===== src/rtl/cdsub_pkg.sv =====
package cdsub_pkg;

  typedef enum logic [2:0] {
    ST_IDLE,
    ST_WAIT,
    ST_STROBE,
    ST_CLKHI,
    ST_CLKLO
  } phase_t;

  typedef struct packed {
    logic capture;
    logic takeFirst;
    logic takeThird;
    logic commit;
  } strobe_t;

endpackage


===== src/rtl/cdsub_ctrl.sv =====
module cdsub_ctrl
  import cdsub_pkg::*;
#(
  parameter int FMT_W      = 3,
  parameter int LATE_FMT   = 4,
  parameter int SCK_CLKS   = 2,
  parameter int HOLD_SBC   = 17,
  parameter int BLOCK_SYMS = 98
) (
  input  logic             clk,
  input  logic             rst,
  input  logic             enable,
  input  logic             fsync,
  input  logic [FMT_W-1:0] fmtSel,
  output logic             sbf,
  output logic             sbc,
  output strobe_t          stb
);

  localparam int LONG_CLKS = HOLD_SBC * 2 * SCK_CLKS;
  localparam int TMR_W     = $clog2(LONG_CLKS + 1);
  localparam int SYM_W     = $clog2(BLOCK_SYMS);
  localparam logic [TMR_W-1:0] LONG_LOAD  = TMR_W'(LONG_CLKS - 1);
  localparam logic [TMR_W-1:0] SHORT_LOAD = TMR_W'(SCK_CLKS - 1);
  localparam logic [SYM_W-1:0] LAST_SYM   = SYM_W'(BLOCK_SYMS - 1);
  localparam logic [FMT_W-1:0] LATE_CODE  = FMT_W'(LATE_FMT);

  phase_t           state;
  logic [TMR_W-1:0] tmr;
  logic [SYM_W-1:0] symCnt;
  logic             fsyncQ;
  logic             frameEdge;
  logic             blockStart;
  logic             tmrDone;
  logic [TMR_W-1:0] strobeLoad;

  assign frameEdge  = fsync & ~fsyncQ;
  assign blockStart = (symCnt == '0);
  assign tmrDone    = (tmr == '0);
  assign strobeLoad = blockStart ? LONG_LOAD : SHORT_LOAD;

  always_ff @(posedge clk) begin
    if (rst) begin
      state  <= ST_IDLE;
      tmr    <= '0;
      symCnt <= '0;
      fsyncQ <= 1'b0;
    end else begin
      fsyncQ <= fsync;
      if (!enable) begin
        state  <= ST_IDLE;
        tmr    <= '0;
        symCnt <= '0;
      end else begin
        case (state)
          ST_IDLE: begin
            if (frameEdge) begin
              if (fmtSel == LATE_CODE) begin
                state <= ST_WAIT;
                tmr   <= SHORT_LOAD;
              end else begin
                state <= ST_STROBE;
                tmr   <= strobeLoad;
              end
            end
          end
          ST_WAIT: begin
            if (tmrDone) begin
              state <= ST_STROBE;
              tmr   <= strobeLoad;
            end else begin
              tmr <= tmr - 1'b1;
            end
          end
          ST_STROBE: begin
            if (tmrDone) begin
              state <= ST_CLKHI;
              tmr   <= SHORT_LOAD;
            end else begin
              tmr <= tmr - 1'b1;
            end
          end
          ST_CLKHI: begin
            if (tmrDone) begin
              state <= ST_CLKLO;
              tmr   <= SHORT_LOAD;
            end else begin
              tmr <= tmr - 1'b1;
            end
          end
          ST_CLKLO: begin
            if (tmrDone) state <= ST_IDLE;
            else         tmr   <= tmr - 1'b1;
          end
          default: state <= ST_IDLE;
        endcase
        if (stb.capture) begin
          symCnt <= (symCnt == LAST_SYM) ? '0 : symCnt + SYM_W'(1);
        end
      end
    end
  end

  always_comb begin
    stb.capture   = enable && (state == ST_STROBE) && tmrDone;
    stb.takeFirst = stb.capture && (symCnt == SYM_W'(0));
    stb.takeThird = stb.capture && (symCnt == SYM_W'(2));
    stb.commit    = stb.capture && (symCnt == SYM_W'(3));
  end

  assign sbf = (state == ST_STROBE);
  assign sbc = (state == ST_CLKHI);

  assert_sbc_exclusive_R1: assert property (@(posedge clk) disable iff (rst)
    !(sbf && sbc));

  assert_sbc_follows_R1: assert property (@(posedge clk) disable iff (rst)
    ($fell(sbf) && $past(enable)) |-> sbc);

  assert_strobe_min_R2: assert property (@(posedge clk) disable iff (rst)
    ($rose(sbf) && enable) |=> sbf);

  assert_normal_start_R3: assert property (@(posedge clk) disable iff (rst)
    (enable && state == ST_IDLE && frameEdge && fmtSel != LATE_CODE) |=> sbf);

  assert_late_start_R4: assert property (@(posedge clk) disable iff (rst)
    (enable && state == ST_IDLE && frameEdge && fmtSel == LATE_CODE) |=> !sbf);

  assert_disabled_quiet_R8: assert property (@(posedge clk) disable iff (rst)
    !enable |=> (!sbf && !sbc));

endmodule


===== src/rtl/cdsub_dpath.sv =====
module cdsub_dpath
  import cdsub_pkg::*;
(
  input  logic    clk,
  input  logic    rst,
  input  strobe_t stb,
  input  logic    subIn,
  output logic    subBit,
  output logic    subStrobe,
  output logic    csBit5,
  output logic    csBit2,
  output logic    csBit3
);

  logic firstQ;
  logic thirdQ;

  always_ff @(posedge clk) begin
    if (rst) begin
      subBit    <= 1'b0;
      subStrobe <= 1'b0;
      firstQ    <= 1'b0;
      thirdQ    <= 1'b0;
      csBit5    <= 1'b0;
      csBit2    <= 1'b0;
      csBit3    <= 1'b0;
    end else begin
      subStrobe <= stb.capture;
      if (stb.capture)   subBit <= subIn;
      if (stb.takeFirst) firstQ <= subIn;
      if (stb.takeThird) thirdQ <= subIn;
      if (stb.commit) begin
        csBit5 <= firstQ;
        csBit2 <= thirdQ;
        csBit3 <= subIn;
      end
    end
  end

  assert_commit_only_R7: assert property (@(posedge clk) disable iff (rst)
    !stb.commit |=> $stable({csBit5, csBit2, csBit3}));

  assert_strobe_single_R6: assert property (@(posedge clk) disable iff (rst)
    subStrobe |=> !subStrobe);

endmodule


===== src/rtl/cd_subcode_port.sv =====
module cd_subcode_port
  import cdsub_pkg::*;
#(
  parameter int FMT_W      = 3,
  parameter int LATE_FMT   = 4,
  parameter int SCK_CLKS   = 2,
  parameter int HOLD_SBC   = 17,
  parameter int BLOCK_SYMS = 98
) (
  input  logic             clk,
  input  logic             rst,
  input  logic             consumerMode,
  input  logic [1:0]       freqCode,
  input  logic [FMT_W-1:0] fmtSel,
  input  logic             fsync,
  input  logic             subIn,
  output logic             sbf,
  output logic             sbc,
  output logic             subBit,
  output logic             subStrobe,
  output logic             csBit5,
  output logic             csBit2,
  output logic             csBit3
);

  logic    portOn;
  strobe_t stb;

  assign portOn = consumerMode && (freqCode == 2'b11);

  cdsub_ctrl #(
    .FMT_W     (FMT_W),
    .LATE_FMT  (LATE_FMT),
    .SCK_CLKS  (SCK_CLKS),
    .HOLD_SBC  (HOLD_SBC),
    .BLOCK_SYMS(BLOCK_SYMS)
  ) ctrlInst (
    .clk   (clk),
    .rst   (rst),
    .enable(portOn),
    .fsync (fsync),
    .fmtSel(fmtSel),
    .sbf   (sbf),
    .sbc   (sbc),
    .stb   (stb)
  );

  cdsub_dpath dpathInst (
    .clk      (clk),
    .rst      (rst),
    .stb      (stb),
    .subIn    (subIn),
    .subBit   (subBit),
    .subStrobe(subStrobe),
    .csBit5   (csBit5),
    .csBit2   (csBit2),
    .csBit3   (csBit3)
  );

endmodule


===== config.mk =====
export PLATFORM = sky130hd
export DESIGN_NAME = cd_subcode_port
export DESIGN_NICKNAME = d
export VERILOG_FILES = /design/src/rtl/cdsub_pkg.sv /design/src/rtl/cdsub_ctrl.sv /design/src/rtl/cdsub_dpath.sv /design/src/rtl/cd_subcode_port.sv
export SDC_FILE = /design/constraint.sdc
export NUM_CORES = 1
export LEC_CHECK = 0
export BUFFER_PORTS_ARGS = -buffer_cell sky130_fd_sc_hd__buf_2
export CAP_MARGIN = 25
export CORE_UTILIZATION = 57
export CTS_CLUSTER_SIZE = 40
export DETAILED_ROUTE_END_ITERATION = 6
export PLACE_DENSITY = 0.88
export SLEW_MARGIN = 20
export SYNTH_ARGS = -nofsm -noshare
export SYNTH_HDL_FRONTEND = slang
export SYNTH_SLANG_ARGS = --single-unit
export TNS_END_PERCENT = 1

===== constraint.sdc =====
create_clock -name clk -period 2.7 [get_ports clk]
set_input_delay 0.675 -clock clk [delete_from_list [all_inputs] [get_ports clk]]
set_output_delay 0.675 -clock clk [all_outputs]
set_load 0.005 [all_outputs]

==> impl_results.md <==
- Post-synthesis sequential element count: 25
- Dpl hpwl: 2.338 mm
- CP bufs+invs: 2
- # clock sinks: 25
- Total track usage: 28.52%
- Post-Synth Adder-Cell Area: 5.254%
- DRT antenna net count: 0
- Reg2reg end: ctrlInst.symCnt[6]$_SDFFE_PP0P_
- Post-cts resize count: 0
- Storage element area: 500.5 um2
- Top Ports: 17
- # hold bufs at CTS: 0
- First-pass GRT wire length: 5.671 mm
- Failing checks: DRC
- Largest net degree at the start of global routing: 16
- Max Clk Rate: 438.0 MHz
- Synth Cell Area: 1429 um2
- Htree depth: 1
- Synth Area in Compound Gates: 15.06%
- Starting Density: 62.20%
- Antenna cells: 0
- RSZ-0062 raised after global routing: no
- Setup Fix Bufs, Post-CTS: 0
- Routed via count: 1345
- Gate Count Post-Synth: 173
- CP Cell Sequence: or3b_2 > inv_1 > buf_2
- Yosys top cell by area: dfxtp_1
- Syn_area_per_cell: 8.259 um2
- Period utilisation layout: 84.56%
- Core Area: 2297 um2
- Initial antenna violation count: 0
- Unique masters post-synth: 46
- Final Critical Period: 2.283 ns
- Mux share of post-synthesis cell area: 5.604%
- Clock Skew: 0.005913 ns
- WL per Instance: 15.30 um
- Slew Limit Fails: 0
- Worst hold path type: reg2reg
- CP startpoint kind: register
- Die width: 52.07 um
- Synth warn: 0
- Hold Path Cell Cnt: 2
- Fillers: 191
- Area after DPL: 1494 um2
- Main combinational cell family by area after synthesis: simple AND/OR/NAND/NOR gates
- Hold path start: dpathInst.thirdQ$_SDFFE_PP0P_
- CP max-delay cell: or3b_2
- Cts bufs inserted: 3
- Setup TNS: 0 ns
- Fin. Hold Viols: 0
- Share of layout cells above drive strength 1: 15.76%
- Clock root cell: clkbuf_4
- Clock insertion delay at the later pin of the skew report: 0.33 ns
- Data arrival, critical path: 1.61 ns
- FF-to-FF setup slack: 0.57 ns
- R2R depth: 6
- Commonest non-fill, non-tap cells in the layout: nor2_1 (25), dfxtp_1 (25), buf_2 (16)
- Final nets: 201
- Layout area overhead: 6.655%
- P_leak: 0.6015 nW
- Die area: 2711 um2
- Kind of critical path: reg2out
- R2r startpoint: ctrlInst.tmr[2]$_SDFFE_PP0P_
- Slew HR: 63.96%
- Port Buf Inserts: 16
- Worst VDD drop: 0.3370 mV
- Asr flop ratio synth: 0%
- Vias in the first global route: 1224
- Max Cap Violations: 0
- CTS tree: yes
- Hold Path Sink: dpathInst.thirdQ$_SDFFE_PP0P_
- Die H: 52.07 um
- Setup violations, final: 0
- Yosys top cell area share: 35.03%
- CP peak stage delay: 0.55 ns
- CP endpoint kind: primary output
- Synth Area in XOR/XNOR: 4.904%
- Sequential share of the synthesized area: 35.03%
- Placement row count: 17
- Critical path peak fanout: 9
- EDFF count, synth: 0
- Clock Path Buffers: 2
- Worst-Margin Slew: 0.5386 ns
- DR pass1 iterations: 6
- Req. time, crit path: 2.03 ns
- Multi-input logic area: 844.6 um2
- Power Density: 386.4 nW/um2
- Status: finished, violations left
- Mapped Nets: 189
- Area share of and/or/nand/nor cells after synthesis: 28.28%
- CP top delay family: simple AND/OR/NAND/NOR gates
- Synth top area cells: dfxtp_1 (35%), nor2_1 (6.6%), mux2i_1 (5.6%)
- # DRC: 1
- Clock Pin Slew Worst Setup and Hold Paths: 0.14 ns
- Ys flop type: dfxtp_1
- Final Cell Area: 1524 um2
- Drt total wl: 3.243 mm
- Vias per cell: 6.344
- DR iter-0 viols: 93
- Total global routing overflow: 0
- RePlAce Congestion: 0.9186
registers in the layout, summed over array words and instances, names as in the netlist:
| register | count |
|---|---|
| dpathInst.subStrobe | 1 |
| ctrlInst.fsyncQ | 1 |
| ctrlInst.tmr | 7 |
| ctrlInst.state | 3 |
| dpathInst.subBit | 1 |
| dpathInst.csBit2 | 1 |
| dpathInst.csBit5 | 1 |
| dpathInst.firstQ | 1 |
| dpathInst.csBit3 | 1 |
| dpathInst.thirdQ | 1 |
| ctrlInst.symCnt | 7 |
worst min-delay path, stage by stage (launching register included):
cell,delay (ns)
dfxtp_1,0.36
mux2i_1,0.07
nor2_1,0.07
logic make-up after synthesis:
logic type | count (synthesis)
and+or+nand+nor | 74
adders and majority gates | 6
AOI/OAI and AO/OA | 35
muxes | 8
buffers and inverters | 17
DFF | 25
xor gates and xnor gates | 8
synthesized netlist by cell type, drive strengths merged, types with 2 or more instances:
cell type  number
a21oi           9
a31oi           4
and2            2
and3            3
buf             5
clkbuf          5
dfxtp          25
ha              6
inv             7
mux2i           8
nand2          10
nand3           6
nand4           6
nor2           26
nor2b           3
nor3            3
o211ai          3
o21ai          11
or2             3
or3             2
or4             2
xnor2           3
xor2            5
stage by stage:
stage	hold WS [ns]	cells	utilization (%)	worst slack (ns)	power, mW
final	0.5181	212	66.34	0.4168	0.5888
after global routing	0.5542	212	66.34	0.3502	0.6116
after CTS	0.5148	212	66.34	0.4278	0.5943
after detailed placement	0.4820	208	65.03	0.6119	0.4226
after global placement	0.4755	208	65.03	0.7255	0.4210
after floorplan	0.4632	173	-	0.8033	0.4092
how the worst max path moves through the flow:
stage,from,endpoint,cells past startpoint
final,ctrlInst.state[1]$_SDFFE_PP0P_,sbf,3
after global routing,ctrlInst.state[1]$_SDFFE_PP0P_,sbf,3
after CTS,ctrlInst.state[1]$_SDFFE_PP0P_,sbf,3
after detailed placement,ctrlInst.tmr[2]$_SDFFE_PP0P_,ctrlInst.symCnt[6]$_SDFFE_PP0P_,6
after global placement,ctrlInst.tmr[2]$_SDFFE_PP0P_,ctrlInst.symCnt[3]$_SDFFE_PP0P_,6
after floorplan,ctrlInst.tmr[2]$_SDFFE_PP0P_,dpathInst.csBit3$_SDFFE_PP0P_,7
cell type report:
cell class / count / share of cell area (%)
inverters: 7 / 1.724
clock buffers: 3 / 1.478
well taps: 28 / 2.299
flip-flops and latches: 25 / 32.84
repair buffers: 17 / 5.747
multi-input cells: 131 / 55.42
clock inverters: 1 / 0.4926
layer usage:
layer	track usage, %	vias to the layer above	wire [um]	part of all wire [%]
met5	0	-	0	0
met4	14.86	0	89	2.7
met3	4.678	14	322	9.9
met2	42.95	92	1482	46
met1	38.57	601	1348	42
li1	-	638	-	-
power by group:
part | internal, mW | total, mW | leakage [nW] | switching [mW]
clock network | 0.0567 | 0.173 | 0.0139 | 0.116
logic | 0.0167 | 0.0436 | 0.386 | 0.0269
registers | 0.371 | 0.373 | 0.202 | 0.00178
Note: power is estimated with default switching activity, not from simulation.
